<file path="src/rtl/mpUartTxPkg.sv">
package mpUartTxPkg;

  typedef enum logic [1:0] {
    ST_IDLE = 2'd0,
    ST_GAP  = 2'd1,
    ST_SEND = 2'd2
  } txStateT;

  // strobes from the sequencer to the datapath
  typedef struct packed {
    logic capture;   // write holding buffer
    logic load;      // move buffer into shift register
    logic startNow;  // drive the start bit
    logic shiftBit;  // advance to next frame bit
    logic idleLine;  // force the line high
  } txStrobeT;

endpackage

</file>
<file path="src/rtl/mpUartTxCtrl.sv">
module mpUartTxCtrl
  import mpUartTxPkg::*;
#(
  parameter int LEN_W     = 4,
  parameter int IDLE_BITS = 11
) (
  input  logic             clk,
  input  logic             rstN,
  input  logic             swReset,
  input  logic             bitTick,
  input  logic             addrBitMode,
  input  logic             wakeWr,
  input  logic             wakeVal,
  input  logic             bufWr,
  input  logic [LEN_W-1:0] frameLen,
  output txStrobeT         strb,
  output logic             bufFull,
  output logic             wakePending,
  output logic             txEmpty
);

  localparam int GAP_W = (IDLE_BITS > 1) ? $clog2(IDLE_BITS) : 1;

  txStateT          state, nState;
  logic [LEN_W-1:0] bitsLeft, nBits;
  logic [GAP_W-1:0] gapCnt, nGap;
  logic             wake;

  always_comb begin
    logic beginFrame;
    strb       = '0;
    nState     = state;
    nBits      = bitsLeft;
    nGap       = gapCnt;
    beginFrame = 1'b0;
    strb.capture = bufWr && !swReset;
    if (swReset) begin
      strb.idleLine = 1'b1;
      nState        = ST_IDLE;
    end else if (bitTick) begin
      unique case (state)
        ST_IDLE: beginFrame = bufFull;
        ST_GAP: begin
          if (gapCnt == '0) begin
            strb.startNow = 1'b1;
            nState        = ST_SEND;
          end else begin
            nGap = gapCnt - 1'b1;
          end
        end
        ST_SEND: begin
          if (bitsLeft != '0) begin
            strb.shiftBit = 1'b1;
            nBits         = bitsLeft - 1'b1;
          end else if (bufFull) begin
            beginFrame = 1'b1;
          end else begin
            strb.idleLine = 1'b1;
            nState        = ST_IDLE;
          end
        end
        default: nState = ST_IDLE;
      endcase
    end
    if (beginFrame) begin
      strb.load = 1'b1;
      nBits     = frameLen;
      if (!addrBitMode && wake) begin
        strb.idleLine = 1'b1;
        nGap          = GAP_W'(IDLE_BITS - 1);
        nState        = ST_GAP;
      end else begin
        strb.startNow = 1'b1;
        nState        = ST_SEND;
      end
    end
  end

  always_ff @(posedge clk or negedge rstN) begin
    if (!rstN) begin
      state    <= ST_IDLE;
      bitsLeft <= '0;
      gapCnt   <= '0;
      bufFull  <= 1'b0;
      wake     <= 1'b0;
    end else begin
      state    <= nState;
      bitsLeft <= nBits;
      gapCnt   <= nGap;
      if (swReset)           bufFull <= 1'b0;
      else if (strb.capture) bufFull <= 1'b1;
      else if (strb.load)    bufFull <= 1'b0;
      if (swReset)           wake <= 1'b0;
      else if (wakeWr)       wake <= wakeVal;
      else if (strb.load)    wake <= 1'b0;
    end
  end

  assign wakePending = wake;
  assign txEmpty     = swReset || (state == ST_IDLE && !bufFull);

  // the wake flag is consumed by the frame it tags
  p_wake_oneshot_r6: assert property (@(posedge clk) disable iff (!rstN)
    (strb.load && !wakeWr) |=> !wakePending);

  // the gap never shifts frame bits
  p_gap_holds_r7: assert property (@(posedge clk) disable iff (!rstN)
    (state == ST_GAP && !swReset && bitTick && gapCnt != '0) |=> (state == ST_GAP));

endmodule

</file>
<file path="src/rtl/mpUartTxPath.sv">
module mpUartTxPath
  import mpUartTxPkg::*;
#(
  parameter int MAX_DATA = 8,
  parameter int SH_W     = MAX_DATA + 4,
  parameter int LEN_W    = 4
) (
  input  logic                clk,
  input  logic                rstN,
  input  txStrobeT            strb,
  input  logic                dataLen8,
  input  logic                parityEn,
  input  logic                parityEven,
  input  logic                twoStop,
  input  logic                addrBitMode,
  input  logic                wakeBit,
  input  logic [MAX_DATA-1:0] wrData,
  output logic [LEN_W-1:0]    frameLen,
  output logic [MAX_DATA-1:0] holdData,
  output logic                txLine
);

  logic [SH_W-1:0]     shReg, nextSh;
  logic [MAX_DATA-1:0] capData;

  // top data bit only survives in long-character mode
  for (genvar g = 0; g < MAX_DATA; g++) begin : gCapMask
    if (g == MAX_DATA - 1) begin : gTop
      assign capData[g] = wrData[g] & dataLen8;
    end else begin : gLow
      assign capData[g] = wrData[g];
    end
  end

  // frame bits after the start bit, LSB first
  always_comb begin
    logic [LEN_W-1:0] idx;
    logic             par;
    nextSh = '0;
    idx    = '0;
    par    = 1'b0;
    for (int i = 0; i < MAX_DATA; i++) begin
      if (i < MAX_DATA - 1 || dataLen8) begin
        nextSh[idx] = holdData[i];
        par         = par ^ holdData[i];
        idx         = idx + 1'b1;
      end
    end
    if (addrBitMode) begin
      nextSh[idx] = wakeBit;
      par         = par ^ wakeBit;
      idx         = idx + 1'b1;
    end
    if (parityEn) begin
      nextSh[idx] = parityEven ? par : ~par;
      idx         = idx + 1'b1;
    end
    nextSh[idx] = 1'b1;
    idx         = idx + 1'b1;
    if (twoStop) begin
      nextSh[idx] = 1'b1;
      idx         = idx + 1'b1;
    end
    frameLen = idx;
  end

  always_ff @(posedge clk or negedge rstN) begin
    if (!rstN) begin
      holdData <= '0;
      shReg    <= '0;
      txLine   <= 1'b1;
    end else begin
      if (strb.capture) holdData <= capData;
      if (strb.load)          shReg <= nextSh;
      else if (strb.shiftBit) shReg <= {1'b0, shReg[SH_W-1:1]};
      if (strb.idleLine)      txLine <= 1'b1;
      else if (strb.startNow) txLine <= 1'b0;
      else if (strb.shiftBit) txLine <= shReg[0];
    end
  end

  // a short-character write never sets the unused top bit
  p_short_msb_r2: assert property (@(posedge clk) disable iff (!rstN)
    (strb.capture && !dataLen8) |=> !holdData[MAX_DATA-1]);

endmodule

</file>
<file path="src/rtl/mpUartTx.sv">
module mpUartTx
  import mpUartTxPkg::*;
#(
  parameter int MAX_DATA  = 8,
  parameter int IDLE_BITS = 11
) (
  input  logic                clk,
  input  logic                rstN,
  input  logic                swReset,
  input  logic                bitTick,
  input  logic                dataLen8,
  input  logic                parityEn,
  input  logic                parityEven,
  input  logic                twoStop,
  input  logic                addrBitMode,
  input  logic                wakeWr,
  input  logic                wakeVal,
  input  logic                bufWr,
  input  logic [MAX_DATA-1:0] bufWrData,
  input  logic                loopback,
  input  logic                rxPin,
  output logic                txLine,
  output logic                loopRx,
  output logic [MAX_DATA-1:0] holdOut,
  output logic                wakePending,
  output logic                bufEmptyFlag,
  output logic                txEmpty
);

  localparam int SH_W  = MAX_DATA + 4;
  localparam int LEN_W = $clog2(SH_W + 1);

  txStrobeT         strb;
  logic [LEN_W-1:0] frameLen;
  logic             bufFull;

  mpUartTxCtrl #(.LEN_W(LEN_W), .IDLE_BITS(IDLE_BITS)) i_ctrl (
    .clk(clk), .rstN(rstN), .swReset(swReset), .bitTick(bitTick),
    .addrBitMode(addrBitMode), .wakeWr(wakeWr), .wakeVal(wakeVal),
    .bufWr(bufWr), .frameLen(frameLen), .strb(strb), .bufFull(bufFull),
    .wakePending(wakePending), .txEmpty(txEmpty)
  );

  mpUartTxPath #(.MAX_DATA(MAX_DATA), .SH_W(SH_W), .LEN_W(LEN_W)) i_path (
    .clk(clk), .rstN(rstN), .strb(strb), .dataLen8(dataLen8),
    .parityEn(parityEn), .parityEven(parityEven), .twoStop(twoStop),
    .addrBitMode(addrBitMode), .wakeBit(wakePending), .wrData(bufWrData),
    .frameLen(frameLen), .holdData(holdOut), .txLine(txLine)
  );

  assign bufEmptyFlag = !bufFull;
  assign loopRx       = loopback ? txLine : rxPin;

  // software reset parks the line and reports empty
  p_swrst_idle_r10: assert property (@(posedge clk) disable iff (!rstN)
    swReset |=> (txLine && txEmpty && bufEmptyFlag));

  // an accepted write always leaves the buffer occupied
  p_write_clears_flag_r8: assert property (@(posedge clk) disable iff (!rstN)
    (bufWr && !swReset) |=> !bufEmptyFlag);

  // waiting data means the transmitter is not empty
  p_busy_not_empty_r9: assert property (@(posedge clk) disable iff (!rstN || swReset)
    !bufEmptyFlag |-> !txEmpty);

  // an empty transmitter keeps the line at mark level
  p_idle_high_r1: assert property (@(posedge clk) disable iff (!rstN)
    (txEmpty && !swReset) |-> txLine);

endmodule

</file>
<file path="config.mk">
export PLATFORM = sky130hd
export DESIGN_NAME = mpUartTx
export DESIGN_NICKNAME = d
export VERILOG_FILES = /design/src/rtl/mpUartTxPkg.sv /design/src/rtl/mpUartTxCtrl.sv /design/src/rtl/mpUartTxPath.sv /design/src/rtl/mpUartTx.sv
export SDC_FILE = /design/constraint.sdc
export NUM_CORES = 1
export LEC_CHECK = 0
export ABC_CLOCK_PERIOD_IN_PS = 4000
export BUFFER_PORTS_ARGS = -buffer_cell sky130_fd_sc_hd__buf_2
export CAP_MARGIN = 20
export CORE_MARGIN = 2
export CORE_UTILIZATION = 40
export CTS_BUF_LIST = sky130_fd_sc_hd__clkbuf_4 sky130_fd_sc_hd__clkbuf_8 sky130_fd_sc_hd__clkbuf_16
export DETAILED_ROUTE_END_ITERATION = 10
export PLACE_DENSITY = 0.63
export SLEW_MARGIN = 10
export SYNTH_ARGS = -nofsm -noshare
export SYNTH_HDL_FRONTEND = slang
export SYNTH_HIERARCHICAL = 1
export SYNTH_SLANG_ARGS = --single-unit
</file>
<file path="constraint.sdc">
create_clock -name clk -period 4 [get_ports clk]
set_clock_uncertainty 0.1 [all_clocks]
set_input_delay 0 -clock clk [delete_from_list [all_inputs] [get_ports clk]]
set_output_delay 0 -clock clk [all_outputs]
set_load 0.1 [all_outputs]
</file>
==> impl_metrics.env <==
export IMPL_insertion_delay_ns=0.27
export IMPL_synth_area_top_cells="dfrtp_1 39%, ha_1 5.5%, mux2i_1 5.4%"
export IMPL_synth_edff_count=0
export IMPL_place_area_um2=2260
export IMPL_path_buf_inv=2
export IMPL_yosys_most_used_dff="dfrtp_1"
export IMPL_cp_slowest_stage_delay_ns=0.56
export IMPL_via_per_inst=5.05
export IMPL_antenna_found_initial=0
export IMPL_grt_max_degree=36
export IMPL_via_count=1622
export IMPL_cp_cell_sequence="inv_1 > ha_1 > or3b_4 > nand3_1 > inv_1 > mux2_2 > o221a_2"
export IMPL_pin_count=35
export IMPL_root_buffer="clkbuf_8"
export IMPL_layout_area_seq_um2=827
export IMPL_drc=0
export IMPL_max_cap_violations=0
export IMPL_gp_congestion=0.773
export IMPL_slowest_stage="inv_1"
export IMPL_synth_area_um2=2040
export IMPL_synth_cell_types=47
export IMPL_n_antenna_cell=0
export IMPL_hold_path_depth=4
export IMPL_postLayoutSetupSlackWorst_ns=1.56
export IMPL_cp_required_ns=4.06
export IMPL_cp_num_cells=7
export IMPL_drv_slew=0
export IMPL_slew_headroom_pct=50.9
export IMPL_synth_nets=237
export IMPL_postSynthAreaPerCell_um2=9.94
export IMPL_yosys_warnings=6
export IMPL_synth_top_area_share_pct=39.3
export IMPL_cts_buffers=5
export IMPL_r2r_setup_slack_ns=1.56
export IMPL_die_x_um=75.4
export IMPL_rsz0062_at_grt="no"
export IMPL_path_clk_slew_ns=0.07
export IMPL_rows=25
export IMPL_powerDensity_nw_per_um2=518
export IMPL_setup_viol=0
export IMPL_status="finished clean"
export IMPL_drt_initial_drc_count=95
export IMPL_crit_path_start_kind="flop"
export IMPL_hp_class="input pin to flop"
export IMPL_start_util_pct=42.3
export IMPL_layout_common_cells="34 x buf_2, 32 x dfrtp_1, 20 x nand2_1"
export IMPL_cts_sinks=33
export IMPL_seq_area_frac_synth_pct=40.6
export IMPL_post_route_util_pct=52.8
export IMPL_ant_nets=0
export IMPL_dp_hpwl_um=3150
export IMPL_cts_buffer_depth=2
export IMPL_syn_inst=205
export IMPL_ys_ff_latch=33
export IMPL_async_flop_share_pct=100
export IMPL_grt_use_total_pct=17.5
export IMPL_totalWireLength_um=4490
export IMPL_leakage_nw=1.16
export IMPL_final_common_cell="buf_2"
export IMPL_area_growth_pct=24.7
export IMPL_grt_pass1_vias=1568
export IMPL_portBuffers=34
export IMPL_path_class="flop to flop"
export IMPL_multi_input_area_um2=1120
export IMPL_ir_drop_v=0.000306
export IMPL_worst_slew_pin_slew_ns=0.737
export IMPL_fmax_mhz=410
export IMPL_synth_area_leader_cell="dfrtp_1"
export IMPL_grt_first_pass_wirelength_um=7480
export IMPL_finalCriticalPeriod_ns=2.44
export IMPL_avgRoutedWirePerCell_um=14.0
export IMPL_worstPathArrival_ns=2.50
export IMPL_critPathTopFamily="buffers and inverters"
export IMPL_overflow=0
export IMPL_worstPathMaxFanout=20
export IMPL_critPathCaptureType="flop"
export IMPL_die_h_um=75.4
export IMPL_htree_num_levels=2
export IMPL_nets=285
export IMPL_drive_gt1_share_pct=24.4
export IMPL_core_area_um2=4820
export IMPL_cts_tree="yes"
export IMPL_r2r_cells=7
export IMPL_critPathMostFrequentCell="inv_1"
export IMPL_n_fill_cell=452
export IMPL_dieArea_um2=5680
export IMPL_fin_area_um2=2540
export IMPL_drt_first_pass_iters=4
export IMPL_period_share_pct=61.0
export IMPL_fin_setup_tns_ns=0
export IMPL_hold_viol=0
export IMPL_power_total_w=0.00132
export IMPL_pre_cts_slack_ns=1.57
-- registers in the layout, indices dropped and copies added, names as in the netlist --
name	cells
i_ctrl/state	2
i_ctrl/bufFull	1
i_ctrl/gapCnt	4
i_ctrl/bitsLeft	4
i_ctrl/wakePending	1
i_path/holdData	8
i_path/txLine	1
i_path/shReg	12
-- logic make-up after synthesis --
kind of cell               share of synthesized area (%)
AOI/OAI and AO/OA                                   14.4
DFF                                                 40.6
adders and majority gates                           6.51
muxes                                               11.3
buffers and inverters                               4.36
and+or+nand+nor                                     16.8
other                                              0.184
xor gates and xnor gates                            5.83
-- layout make-up --
type,count,area share (%)
flip-flops and latches,33,32.5
inverters,14,2.12
multi-input cells,150,44.2
well taps,67,3.30
clock inverters,3,2.56
clock buffers,5,2.71
repair buffers,49,12.6
-- cells in the mapped netlist (all sizes together) (2+ instances only) --
cell type	n
mux2i	11
buf	2
nand3	4
o211ai	4
nor2	6
o21bai	2
nand2	20
o21ai	10
ha	9
inv	13
a21oi	15
clkbuf	6
xnor2	9
nor3	3
nand4bb	2
a211oi	4
dfrtp	32
nor3b	4
a21o	3
xor2	2
or3b	2
nor2b	9
nand4	3
mux2	10
nand2b	2
-- path summary, 6_finish.rpt --
path,startpoint,endpoint
setup / recovery,i_ctrl/bitsLeft[0],i_path/shReg[7]
hold / removal,twoStop,i_ctrl/bitsLeft[0]
setup reg to reg,i_ctrl/bitsLeft[0],i_path/shReg[7]
hold reg to reg,i_ctrl/bitsLeft[3],i_ctrl/bitsLeft[3]
max in group asynchronous,rstN,i_ctrl/bitsLeft[1]
min in group asynchronous,rstN,i_ctrl/state[0]
-- layer usage --
layer  track usage [%]  part of all wire (%)  vias to the layer above
met4              5.46                  0.94                        0
met1              23.9                    48                      771
li1                  -                     -                      813
met5                 0                     0                        -
met2              28.9                    47                       34
met3              2.65                   3.4                        4
-- tightest hold or removal path: cells and delay by family --
kind                      cells  cell delay (ns)
buffers and inverters         1             0.15
xor gates and xnor gates      1             0.09
and+or+nand+nor               1             0.05
AOI/OAI and AO/OA             1             0.09
-- what timing repair did --
item | CTS | global route
hold buffers | 15 | 0
resized for setup | 0 | 0
hold endpoints to repair | 43 | 0
buffers inserted | 0 | 0
-- per-stage QoR --
step,hold slack [ns],instances
6_report,0.0624,321
5_1_grt,0.0810,321
4_1_cts,0.0463,321
3_5_place_dp,0.0100,298
3_3_place_gp,0.0161,298
2_1_floorplan,-0.396,205
-- power breakdown --
part	switching, W	internal (W)
combinational	0.000275	0.000187
clock	0.000120	0.000247
sequential	0.0000661	0.000420
Power figures use the tool's default switching activity.
